## config.mk

```make
export PLATFORM = sky130hd
export DESIGN_NAME = pcm_slot_formatter
export DESIGN_NICKNAME = d
export VERILOG_FILES = /design/src/rtl/pcm_slot_pkg.sv /design/src/rtl/pcm_slot_cfg.sv /design/src/rtl/pcm_slot_assembler.sv /design/src/rtl/pcm_slot_shifter.sv /design/src/rtl/pcm_slot_formatter.sv
export SDC_FILE = /design/constraint.sdc
export NUM_CORES = 1
export LEC_CHECK = 0
export BUFFER_PORTS_ARGS = -buffer_cell sky130_fd_sc_hd__buf_2
export CAP_MARGIN = 20
export CORE_ASPECT_RATIO = 1.1
export CORE_MARGIN = 2
export CORE_UTILIZATION = 40
export CTS_CLUSTER_SIZE = 16
export DETAILED_ROUTE_END_ITERATION = 6
export GPL_ROUTABILITY_DRIVEN = 0
export GPL_TIMING_DRIVEN = 1
export SETUP_SLACK_MARGIN = 0.1
export SLEW_MARGIN = 20
export SYNTH_ARGS = -nofsm -noshare
export SYNTH_HDL_FRONTEND = slang
export SYNTH_SLANG_ARGS = --single-unit
```

## constraint.sdc

```tcl
create_clock -name clk -period 2.1 [get_ports clk]
set_input_delay 0 -clock clk [delete_from_list [all_inputs] [get_ports clk]]
set_output_delay 0 -clock clk [all_outputs]
set_load 0.1 [all_outputs]
```

## src/rtl/pcm_slot_pkg.sv

```systemverilog
// Package: shared default dimensions for the PCM slot formatter.
// Assumes the slot is wider than the control field.
package pcm_slot_pkg;
    localparam int SLOT_W_DEF = 16;
    localparam int CTL_W_DEF  = 3;

    // Width of a field that can count 0..ctl_w control bits.
    function automatic int len_width(input int ctl_w);
        return $clog2(ctl_w + 1);
    endfunction
endpackage

```

## src/rtl/pcm_slot_cfg.sv

```systemverilog
// Module: configuration registers for the appended-bit length and values.
// Assumes a single write strobe updates both fields together.
module pcm_slot_cfg #(
    parameter int CTL_W  = pcm_slot_pkg::CTL_W_DEF,
    parameter int MODE_W = pcm_slot_pkg::len_width(CTL_W)
) (
    input  logic              clk,
    input  logic              rst_n,
    input  logic              cfg_wr,
    input  logic [MODE_W-1:0] cfg_mode,
    input  logic [CTL_W-1:0]  cfg_ctl,
    output logic [MODE_W-1:0] mode_q,
    output logic [CTL_W-1:0]  ctl_q
);
    // Hold the length setting and control bits; clear on reset.
    always_ff @(posedge clk) begin
        if (!rst_n) begin
            mode_q <= '0;
            ctl_q  <= '0;
        end else if (cfg_wr) begin
            mode_q <= cfg_mode;
            ctl_q  <= cfg_ctl;
        end
    end

    // without a write strobe the registers keep their value.
    p_cfg_hold_r6: assert property (@(posedge clk) disable iff (!rst_n)
        !cfg_wr |=> ($stable(mode_q) && $stable(ctl_q)));

    // a reset cycle leaves both fields cleared.
    p_cfg_reset_r1: assert property (@(posedge clk)
        !rst_n |=> (mode_q == '0 && ctl_q == '0));
endmodule

```

## src/rtl/pcm_slot_assembler.sv

```systemverilog
// Module: combinational slot builder. The low `mode` bits of the sample
// are replaced by the same-numbered control bits; the rest pass through.
// Assumes mode never exceeds CTL_W.
module pcm_slot_assembler #(
    parameter int SLOT_W = pcm_slot_pkg::SLOT_W_DEF,
    parameter int CTL_W  = pcm_slot_pkg::CTL_W_DEF,
    parameter int MODE_W = pcm_slot_pkg::len_width(CTL_W)
) (
    input  logic [SLOT_W-1:0] sample,
    input  logic [CTL_W-1:0]  ctl,
    input  logic [MODE_W-1:0] mode,
    output logic [SLOT_W-1:0] fmt
);
    for (genvar i = 0; i < SLOT_W; i++) begin : g_bit
        if (i < CTL_W) begin : g_ctl
            // Pick control bit i when the length setting covers position i.
            assign fmt[i] = (int'(mode) > i) ? ctl[i] : sample[i];
        end else begin : g_pcm
            // Upper positions always carry the PCM sample.
            assign fmt[i] = sample[i];
        end
    end
endmodule

```

## src/rtl/pcm_slot_shifter.sv

```systemverilog
// Module: captures a formatted slot on load and shifts it out MSB first,
// one bit per enable. Assumes load has priority over the bit enable.
module pcm_slot_shifter #(
    parameter int SLOT_W = pcm_slot_pkg::SLOT_W_DEF
) (
    input  logic              clk,
    input  logic              rst_n,
    input  logic              load,
    input  logic              bit_en,
    input  logic [SLOT_W-1:0] fmt,
    output logic [SLOT_W-1:0] slot_word,
    output logic              ser_out,
    output logic              active
);
    localparam int CNT_W = $clog2(SLOT_W + 1);

    logic [SLOT_W-1:0] shreg;
    logic [CNT_W-1:0]  bits_left;

    // Keep a copy of the last captured slot for observation.
    always_ff @(posedge clk) begin
        if (!rst_n)    slot_word <= '0;
        else if (load) slot_word <= fmt;
    end

    // Load a new slot or shift one bit per enable while bits remain.
    always_ff @(posedge clk) begin
        if (!rst_n) begin
            shreg     <= '0;
            bits_left <= '0;
        end else if (load) begin
            shreg     <= fmt;
            bits_left <= CNT_W'(SLOT_W);
        end else if (bit_en && bits_left != '0) begin
            shreg     <= {shreg[SLOT_W-2:0], 1'b0};
            bits_left <= bits_left - 1'b1;
        end
    end

    assign active  = (bits_left != '0);
    assign ser_out = shreg[SLOT_W-1];

    // a load restarts the full slot count and captures the word.
    p_load_r7: assert property (@(posedge clk) disable iff (!rst_n)
        load |=> (bits_left == CNT_W'(SLOT_W) && slot_word == $past(fmt)));

    // each enabled bit time moves the next lower bit to the output.
    p_shift_r8: assert property (@(posedge clk) disable iff (!rst_n)
        (active && bit_en && !load) |=> (shreg[SLOT_W-1] == $past(shreg[SLOT_W-2])));

    // the remaining count never exceeds one slot.
    p_cnt_range_r8: assert property (@(posedge clk) disable iff (!rst_n)
        bits_left <= CNT_W'(SLOT_W));

    // once the slot is exhausted the line is low.
    p_idle_low_r8: assert property (@(posedge clk) disable iff (!rst_n)
        !active |-> !ser_out);

    // while idle, bit enables leave the shift state untouched.
    p_idle_hold_r9: assert property (@(posedge clk) disable iff (!rst_n)
        (!active && !load) |=> ($stable(shreg) && !active));
endmodule

```

## src/rtl/pcm_slot_formatter.sv

```systemverilog
// Module: top of the PCM transmit slot formatter. Wires the configuration
// registers, the slot assembler and the serial shifter.
// Assumes the sample is presented left-aligned and SLOT_W > CTL_W.
module pcm_slot_formatter #(
    parameter int SLOT_W = pcm_slot_pkg::SLOT_W_DEF,
    parameter int CTL_W  = pcm_slot_pkg::CTL_W_DEF,
    parameter int MODE_W = pcm_slot_pkg::len_width(CTL_W)
) (
    input  logic              clk,
    input  logic              rst_n,
    input  logic              cfg_wr,
    input  logic [MODE_W-1:0] cfg_mode,
    input  logic [CTL_W-1:0]  cfg_ctl,
    input  logic              load,
    input  logic [SLOT_W-1:0] sample,
    input  logic              bit_en,
    output logic [SLOT_W-1:0] slot_word,
    output logic              ser_out,
    output logic              active
);
    logic [MODE_W-1:0] mode_q;
    logic [CTL_W-1:0]  ctl_q;
    logic [SLOT_W-1:0] fmt;

    pcm_slot_cfg #(.CTL_W(CTL_W), .MODE_W(MODE_W)) u_cfg (
        .clk      (clk),
        .rst_n    (rst_n),
        .cfg_wr   (cfg_wr),
        .cfg_mode (cfg_mode),
        .cfg_ctl  (cfg_ctl),
        .mode_q   (mode_q),
        .ctl_q    (ctl_q)
    );

    pcm_slot_assembler #(.SLOT_W(SLOT_W), .CTL_W(CTL_W), .MODE_W(MODE_W)) u_asm (
        .sample (sample),
        .ctl    (ctl_q),
        .mode   (mode_q),
        .fmt    (fmt)
    );

    pcm_slot_shifter #(.SLOT_W(SLOT_W)) u_shift (
        .clk       (clk),
        .rst_n     (rst_n),
        .load      (load),
        .bit_en    (bit_en),
        .fmt       (fmt),
        .slot_word (slot_word),
        .ser_out   (ser_out),
        .active    (active)
    );

    // with no control bits the assembled word is the sample itself.
    p_mode0_pass_r2: assert property (@(posedge clk) disable iff (!rst_n)
        (mode_q == '0) |-> (fmt == sample));

    // positions above the control field always carry the sample.
    p_upper_keep_r5: assert property (@(posedge clk) disable iff (!rst_n)
        fmt[SLOT_W-1:CTL_W] == sample[SLOT_W-1:CTL_W]);
endmodule

```

======== Yosys cells after proc, flatten, opt, wreduce, memory -nomap -nowiden ========
Cells that the tools add are included.
word-level totals
  input port bits ......................... 26
  bits in writable memories ............... 0
  memories kept ........................... 0
  word-level logic and storage cells ...... 22
  bits in registers ....................... 42
  ROM bits ................................ 0
  output and inout port bits .............. 18
  bits in latches ......................... 0
operators by class
  bitwise gates (word level) .............. 1
  $add $sub $neg .......................... 1
  divide/modulo/power cells ............... 0
  mux-type cells .......................... 7
  order comparisons ....................... 3
  shift operators ......................... 0
  equality and inequality tests ........... 0
  reductions and logical operators ........ 4
  multipliers ............................. 0
operators by type and width
  operator             number
  $mux 16              2
  $mux 5               2
  $reduce_bool 5->1    1
  $sub 5x1->5 const B  1
  $gt 2x1->1 const B   2
  $mux 1               3
  $gt 2x2->1 const B   1
  $reduce_bool 2->1    1
  $reduce_or 2->1      1
  $logic_and 1x1->1    1
  $not 1->1            1

======== Longest topological paths before layout ========
Gate-level depths: netlist (run 1).
  word-level depth ........................ 4
  mapped depth ............................ 7
  depth with buffers taken out ............ 6

======== By module ========
From an unflattened synthesis (run 1), not the netlist that was laid out.
unflattened totals
  cell total of the unflattened synthesis .. 202
  area total of the unflattened synthesis .. 1935.6 um2
by module, submodules not included
  module              cells an instance  times used  seq. area each (um2)  area an instance (um2)
  pcm_slot_shifter    168                1           740.7                 1600.3
  pcm_slot_cfg        16                 1           100.1                 192.7
  pcm_slot_assembler  18                 1           0.0                   142.6

======== Worst setup path after synthesis (run 1) ========
OpenSTA, ideal clock, no wires.
  path kind ............................... reg2reg
  start point ............................. register u_shift.bits_left[0]
  end point ............................... register u_shift.shreg[1]
  arrival ................................. 1.493 ns
  buffers on the path ..................... 1
  library setup time ...................... 0.122 ns
  clock period less this slack ............ 1.614 ns
  required time ........................... 1.978 ns
  cell stages (with the launch flop) ...... 8
  setup slack ............................. 0.486 ns
  path through ............................ dfxtp_1 inv_1 ha_1 nor4b_4 inv_2 buf_6 nand2_1 o311a_1
on the way
  longest elaborated chain between the ends .. 3
RTL lines
  element                             line                      text
  start: declaration                  pcm_slot_shifter.sv:18    logic [CNT_W-1:0] bits_left;
  start signal: assignment            pcm_slot_shifter.sv:33    bits_left <= CNT_W'(SLOT_W);
  start signal: assignment            pcm_slot_shifter.sv:36    bits_left <= bits_left - 1'b1;
  $reduce_bool 5->1                   n/a
  via active                          pcm_slot_formatter.sv:19  output logic active
  $logic_and 1x1->1                   pcm_slot_shifter.sv:34    end else if (bit_en && bits_left != '0) begin
  $reduce_bool 2->1 (no source line)  n/a
  end signal: assignment              pcm_slot_shifter.sv:32    shreg <= fmt;
  end signal: assignment              pcm_slot_shifter.sv:35    shreg <= {shreg[SLOT_W-2:0], 1'b0};
  end: declaration                    pcm_slot_shifter.sv:17    logic [SLOT_W-1:0] shreg;
The timed path passes the listed nets, and every way through them passes these cells.
A chain may end at the register's enable or synchronous reset.

======== Final worst setup path (run 1) ========
  start point ............................. register u_shift.bits_left[0]
  end point ............................... output active
on the way
  longest elaborated chain between the ends .. 1
RTL lines
  element            line                      text
  $reduce_bool 5->1  pcm_slot_shifter.sv:40    assign active = (bits_left != '0);
  end: declaration   pcm_slot_formatter.sv:19
Every way passes these cells.

==> metrics.md, run 1 <==
| Metric | Value |
|---|---|
| Slew margin rel. | 67.6% |
| Critical Path Start Type | flip-flop |
| GR Overflow Total | 0 |
| #FFs+latches synth | 42 |
| Initial antenna violation count | 0 |
| Max Clk Rate | 0.544 GHz |
| Critical Path RT | 2.10 ns |
| Core area | 4550 um^2 |
| Switching Power | 0.596 mW |
| Final Max Tran Viols | 0 |
| Cell Rows | 26 |
| Post-route ant nets | 0 |
| Max VDD drop | 0.000355 V |
| Syn Area/Cell | 9.78 um^2 |
| Met3 wire length | 184 um |
| Starting Density | 41.0% |
| Port-buffer cells | 43 |
| Number of max-cap violations | 0 |
| Setup slack, reg-to-reg | 0.49 ns |
| Total CTS buffers | 5 |
| R2R depth | 6 |
| Vias in the first global route | 1,491 |
| Reg power frac | 48.1% |
| 1st-iter DRT viols | 49 |
| ANT cells | 0 |
| Crit path kind | flip-flop to output port |
| H-Tree Depth | 2 |
| Minimum clock period | 1.84 ns |
| Hold_buf cts | 17 |
| Largest net degree at the start of global routing | 24 |
| CTS tree | built |
| # DRC | 0 |
| Hold path cells | 2 |
| Final hold vios | 0 |
| Quantity of gates resized following cts | 0 |
| Clock Path Buffers | 2 |
| Final HPWL DP | 2.65 mm |
| Crit-path cells | inv_1 -> ha_1 -> nor4b_4 -> inv_2 -> buf_2 |
| Tcrit/Tclk final | 87.6% |
| Setup repair bufs after CTS | 0 |
| Hold WC Path Type | input pin to flip-flop |
| Final instance area | 2390 um^2 |
| Switching share of power | 32.6% |
| P per Cell Area | 766 nW/um^2 |
| Yosys cell types | 33 |
| Die ar. | 5230 um^2 |
| Hold EP | u_shift.shreg[5]$_SDFFE_PN0P_ |
| Horiz. Die Dim | 69.2 um |
| Crit path largest cell delay | 0.50 ns |
| Worst path bufs/invs | 3 |
| Endpoint of the worst register-to-register path | u_shift.bits_left[3]$_SDFFE_PP0P_ |
| Power share of the combinational group | 25.5% |
| Layout area overhead | 27.8% |
| Max Used Layer | met4 |
| Clock Sinks | 42 |
| Syn. warnings | 0 |
| Die extent in y | 75.7 um |
| Post-Route WL | 4.03 mm |
| Worst R2R Start | u_shift.bits_left[0]$_SDFFE_PP0P_ |
| Root buffer cell | clkbuf_8 |
| Tot GR Track Use | 16.0% |
| Post-Synthesis Cells | 191 |
| Leakage | 1.05 nW |
| Setup tns final | 0 ns |
| Register area share after synthesis | 45.0% |
| CP endpoint kind | output port |
| Kind of cell with the highest combined delay on the critical path | buffers and inverters |
| Endpoints failing setup | 0 |
| CP arrival | 1.84 ns |
| Placement-stage cell area | 2140 um^2 |
| RSZ-0062 raised after global routing | no |
| Worst-Skew Late Latency | 0.29 ns |
| Worst Hold Launch | sample[5] |
| M1 WL | 1.91 mm |
| Worst-Margin Slew | 0.490 ns |
| Final #Nets | 275 |
| Layout cell share with drive strength beyond 1 | 30.2% |
| TritonRoute pass-1 iters | 4 |
| Int Power | 1.23 mW |
| Post-Syn Area | 1870 um^2 |
| IO Pins | 44 |
| Syn nets | 218 |
| Fin cells | 304 |
| First-pass GRT wire length | 6.71 mm |
| Drt via density | 5.16 |
| Met2 wire length | 1.91 mm |
| WL per Instance | 13.3 um |
| Clock Power Share | 26.4% |
| Inst Count DP | 280 |
| Clock transition at path regs | 0.08 ns |
| Status | complete, no violations |
| Crit path max fanout | 19 |
| Crit path max-delay cell type | buf_2 |
| Setup Skew | 0.00444 ns |
| Design Power | 1.83 mW |
| Vias | 1,568 |
## metal layers
layer	up-vias	global-route usage [%]
li1	798	-
met1	725	20.1
met2	43	27.2
met3	2	3.84
met4	0	5.88
met5	-	0
## cell usage in the layout, fill, tap and decap left out, drive strengths merged, types with 3 or more instances in the layout
master,synthesis,routed
o21ai,17,17
mux2i,19,19
dfxtp,42,42
nor2,4,4
clkbuf,12,7
dlygate4sd3,0,17
nor2b,19,19
a21oi,5,5
inv,5,5
o31ai,3,3
buf,4,49
a21boi,16,16
o221a,13,13
nand2,17,17
## kinds of logic after synthesis
family | count (synthesis) | share of synthesized area, %
flip-flops | 42 | 45.0
multiplexers | 19 | 10.2
buffers and inverters | 21 | 4.75
AO/OA/AOI/OAI | 61 | 25.3
adder cells (fa/ha/maj) | 1 | 0.670
XOR/XNOR | 1 | 0.469
AND/OR/NAND/NOR | 46 | 13.7
## power groups by stage
stage,Sequential (mW),Combinational [mW],Clock (mW)
after global routing,0.887,0.502,0.530
after floorplan,1.04,0.209,0
after CTS,0.880,0.471,0.499
after detailed placement,0.898,0.446,0
after global placement,0.897,0.445,0
final,0.880,0.467,0.483
## state kept, by name (all words and copies together), names as in the netlist
name / cells
u_shift.shreg: 16
u_shift.bits_left: 5
u_cfg.ctl_q: 3
u_shift.slot_word: 16
u_cfg.mode_q: 2
## synthesized netlist by cell type
cell	number	area (um^2)
buf_6	1	11.3
a21o_1	1	7.51
a311oi_1	1	8.76
o311ai_0	1	8.76
nand3_1	1	5.00
or4_1	1	7.51
o21ai_0	16	80.1
nand2_1	17	63.8
or3b_2	1	8.76
xor2_1	1	8.76
clkbuf_1	12	45.0
o21a_1	1	7.51
dfxtp_1	42	841
buf_2	2	10.0
ha_1	1	12.5
o31ai_1	3	22.5
nor2b_1	19	119
a21boi_2	4	45.0
inv_1	4	15.0
mux2i_1	19	190
a31o_2	1	8.76
a21boi_0	12	90.1
or3_1	1	6.26
buf_1	1	3.75
a21oi_1	5	25.0
o311a_1	1	10.0
inv_2	1	3.75
o21ai_1	1	5.00
a31oi_1	1	6.26
and3_1	1	6.26
o221a_2	13	146
nor2_1	4	15.0
nor4b_4	1	23.8
## through the flow
stage | hold slack, ns | setup WS, ns | util, %
after floorplan | 0.169 | 0.486 | -
after global routing | 0.00649 | 0.156 | 52.4
after CTS | 0.000362 | 0.243 | 52.4
final | 0.00671 | 0.261 | 52.4
after global placement | 0.259 | 0.548 | 47.0
after detailed placement | 0.269 | 0.505 | 47.0
## worst max-delay path by stage
stage / end / slack, ns / startpoint / cells after the start
finish: active / 0.26 / u_shift.bits_left[0]$_SDFFE_PP0P_ / 5
global route: active / 0.16 / u_shift.bits_left[0]$_SDFFE_PP0P_ / 5
CTS: active / 0.24 / u_shift.bits_left[0]$_SDFFE_PP0P_ / 5
detailed placement: u_shift.bits_left[3]$_SDFFE_PP0P_ / 0.51 / u_shift.bits_left[0]$_SDFFE_PP0P_ / 6
global placement: u_shift.bits_left[3]$_SDFFE_PP0P_ / 0.55 / u_shift.bits_left[0]$_SDFFE_PP0P_ / 6
floorplan: u_shift.shreg[1]$_SDFFE_PN0P_ / 0.49 / u_shift.bits_left[0]$_SDFFE_PP0P_ / 7
## cell type report
class                      count  area [um^2]
fill                         446         2170
multi-input combinational    128          938
sequential                    42          841
timing repair buffer          66          443
clock buffer                   7         76.3
tap                           56         70.1
inverter                       5         18.8
Note: power is estimated with default switching activity, not from simulation.
==> run 2, diff against run 1 <==
--- a/config.mk
+++ b/config.mk
@@ -5,6 +5,7 @@
 export SDC_FILE = /design/constraint.sdc
 export NUM_CORES = 1
 export LEC_CHECK = 0
+export ABC_AREA = 1
 export BUFFER_PORTS_ARGS = -buffer_cell sky130_fd_sc_hd__buf_2
 export CAP_MARGIN = 20
 export CORE_ASPECT_RATIO = 1.1
==> run 2 against run 1 <==
- critical endpoint unchanged
- routed wire length down 10%
- die area down 5.3%
- register-to-register slack better by 0.27 ns
- highest routed layer unchanged
- critical path depth shrank 1
==> metrics.md, run 2 <==
| Metric | Value |
|---|---|
| Clock Sinks | 42 (unchanged) |
| WL per Instance | 10.3 um (-22%) |
| Post-route ant nets | 0 (unchanged) |
| Crit-path cells | inv_1 -> ha_1 -> nand3_4 -> buf_2 |
| Asr flop ratio synth | 0% (unchanged) |
| Die ar. | 4960 um^2 (-5.3%) |
| Tot GR Track Use | 16.5% (+0.52 points) |
| Max Clk Rate | 0.646 GHz (+19%) |
| Worst-Margin Slew | 0.586 ns (+0.0958 ns) |
| Minimum clock period | 1.55 ns (-0.291 ns) |
| Initial antenna violation count | 0 (unchanged) |
| H-Tree Depth | 2 (unchanged) |
| Clock transition at path regs | 0.08 ns (about the same) |
| Final WS setup | 0.552 ns (+0.291 ns) |
| Leakage | 1.11 nW (+4.9%) |
| Area of the multi-input gates | 813 um^2 (-13%) |
| RSZ-0062 raised after global routing | no |
| Final Max Tran Viols | 0 (unchanged) |
| Number of max-cap violations | 0 (unchanged) |
| Hold WC Path Type | input pin to flip-flop |
| # DRC | 0 (unchanged) |
| CTS tree | built |
| Starting Density | 41.4% (+0.42 points) |
| Area leader, netlist | dfxtp_1 |
| Horiz. Die Dim | 67.3 um (-2.7%) |
| R2R depth | 8 (+2) |
| Port-buffer cells | 43 (unchanged) |
| Filler instances | 448 (+0.45%) |
| Critical Path Start Type | flip-flop |
| Vias | 1,617 (+3.1%) |
| Layout area overhead | 30.3% |
| ANT cells | 0 (unchanged) |
| Post-Route WL | 3.62 mm (-10%) |
| Endpoint of the worst register-to-register path | u_shift.shreg[11]$_SDFFE_PN0P_ |
| Largest net degree at the start of global routing | 35 (+46%) |
| Commonest non-fill, non-tap cell in the layout | nand2_1 |
| Most frequent cells in the layout | nand2_1 (73), buf_2 (43), dfxtp_1 (42) |
| Clock Path Buffers | 2 (unchanged) |
| 1st-iter DRT viols | 83 (+69%) |
| CP endpoint | active |
| Worst path bufs/invs | 2 (-1) |
| WP depth | 4 (-1) |
| Placement Setup Slack | 0.781 ns (+0.275 ns) |
| Critical path origin | u_shift.bits_left[0]$_SDFFE_PP0P_ |
| TritonRoute pass-1 iters | 4 (unchanged) |
| Syn Area/Cell | 7.44 um^2 (-24%) |
| Synth Flop Type | dfxtp_1 |
| Root buffer cell | clkbuf_8 |
| Ranking of synthesized cells by area | dfxtp_1 (48%), nand2_1 (16%), nor2_1 (8.1%) |
| Critical Path RT | 2.10 ns (about the same) |
| #FFs+latches synth | 42 (unchanged) |
| Worst R2R Start | u_shift.bits_left[0]$_SDFFE_PP0P_ |
| Post-Synthesis Cells | 237 (+24%) |
| Quantity of gates resized following cts | 0 (unchanged) |
| Status | complete, no violations |
| Kind of cell with the highest combined delay on the critical path | buffers and inverters |
| Final HPWL DP | 2.27 mm (-14%) |
| Die extent in y | 73.6 um (-2.7%) |
| Syn. warnings | 0 (unchanged) |
| Crit path largest cell delay | 0.44 ns (-0.06 ns) |
| Final hold vios | 0 (unchanged) |
| Crit path max-delay cell type | buf_2 |
| Tcrit/Tclk final | 73.7% (-14 points) |
| Final #Nets | 324 (+18%) |
| GR Overflow Total | 0 (unchanged) |
| Endpoints failing setup | 0 (unchanged) |
| First-pass GRT wire length | 6.20 mm (-7.5%) |
| CP endpoint kind | output port |
| Slew margin rel. | 60.9% (-6.7 points) |
| Setup Skew | 0.00415 ns (-0.000286 ns) |
| Post-Syn Area | 1760 um^2 (-5.6%) |
| Yosys cell types | 24 (-27%) |
| Largest registers | u_shift.shreg (16), u_shift.slot_word (16), u_shift.bits_left (5) |
| CP arrival | 1.55 ns (-0.29 ns) |
| Worst-Skew Late Latency | 0.29 ns (about the same) |
| Setup tns final | 0 ns (unchanged) |
| Layout cell share with drive strength beyond 1 | 19.8% (-10 points) |
| Setup slack, reg-to-reg | 0.76 ns (+0.27 ns) |
| Crit path kind | flip-flop to output port |
| EDFF count, synth | 0 (unchanged) |
| Vias in the first global route | 1,455 (-2.4%) |
| Design Power | 1.91 mW (+4.6%) |
| Yosys top cell area share | 47.7% (+2.7 points) |
| Register area share after synthesis | 47.7% (+2.7 points) |
| Synth top cells by count | nand2_1 (73), dfxtp_1 (42), nor2_1 (38) |
| Syn nets | 264 (+21%) |
| P per Cell Area | 833 nW/um^2 (+8.7%) |
| Register Area | 841 um^2 (unchanged) |
| Core area | 4250 um^2 (-6.6%) |
| Most common cell in the netlist | nand2_1 |
| IO Pins | 44 (unchanged) |
| Drt via density | 4.59 (-11%) |
| Total CTS buffers | 5 (unchanged) |
| Crit path max fanout | 4 (-15) |
| Max VDD drop | 0.000394 V (+11%) |
| Cell Rows | 25 (-3.8%) |
[run 2: changes by cell type in the layout (fill, tap and decap cells not counted), sizes merged, moves of 7 or more]
cell	before	now
a21oi	5	20
o21ai	17	9
nor2b	19	0
nor2	4	40
mux2i	19	0
o221a	13	0
nand3	1	8
inv	5	13
nand2	17	75
[run 2: power breakdown]
part           switching, mW  leakage (nW)  internal [mW]
Combinational          0.309         0.701          0.126
Clock                  0.264        0.0575          0.332
Sequential            0.0288         0.347          0.854
[run 2: area by class of cell]
class	count	share of cell area (%)
multi-input cells	171	35.4
well taps	54	2.94
repair buffers	63	18.0
clock buffers	8	4.79
inverters	14	2.29
flip-flops and latches	42	36.6
[run 2: worst min path at each step]
stage	endpoint	slack, ns	cells after the start	from
floorplan	u_cfg.ctl_q[0]$_SDFFE_PN0P_	0.13	2	cfg_ctl[0]
global placement	u_cfg.ctl_q[1]$_SDFFE_PN0P_	0.23	3	cfg_ctl[1]
detailed placement	u_cfg.ctl_q[1]$_SDFFE_PN0P_	0.23	3	cfg_ctl[1]
CTS	u_cfg.ctl_q[0]$_SDFFE_PN0P_	0.002	3	cfg_wr
global route	u_cfg.mode_q[1]$_SDFFE_PN0P_	0.03	3	cfg_mode[1]
finish	u_cfg.mode_q[1]$_SDFFE_PN0P_	0.004	3	cfg_mode[1]
[run 2: worst register-to-register path: stages, from the launching register on]
cell     delay [ns]
dfxtp_1        0.36
inv_1          0.07
ha_1           0.26
nand3_4        0.14
nand2_8        0.08
nand2_8        0.16
nand2_1        0.08
nand2_1        0.06
nor2_1         0.04
[run 2: stage by stage]
stage | instance area [um^2] | instances | hold slack [ns] | utilization, %
2_1_floorplan | 1760 | 237 | 0.135 | -
3_3_place_gp | 2000 | 325 | 0.227 | 46.9
3_5_place_dp | 2000 | 325 | 0.228 | 46.9
4_1_cts | 2300 | 352 | 0.00158 | 54.0
5_1_grt | 2300 | 352 | 0.0253 | 54.0
6_report | 2300 | 352 | 0.00399 | 54.0
[run 2: repair_timing]
item / 4_1_cts / 5_1_grt
hold buffers: 19 / 0
buffers inserted: 0 / 0
endpoints found under the hold margin: 17 / 0
[run 2: logic make-up (layout without fill, tap and decap cells)]
| kind of cell | count (synthesis) | in the layout | synth area share [%] |
|---|---|---|---|
| xor+xnor | 1 | 1 | 0.497 |
| simple gates | 125 | 125 | 30.2 |
| fa+ha+maj | 1 | 1 | 0.710 |
| flops | 42 | 42 | 47.7 |
| compound gates | 44 | 44 | 14.7 |
| buf+inv | 24 | 85 | 6.17 |
[run 2: metal layers]
layer	vias up	GRT usage, %	wire [um]
met5	-	0	0
met1	708	20.5	1780
met3	7	5.05	140
met2	27	27.4	1650
li1	875	-	-
met4	0	4.76	46
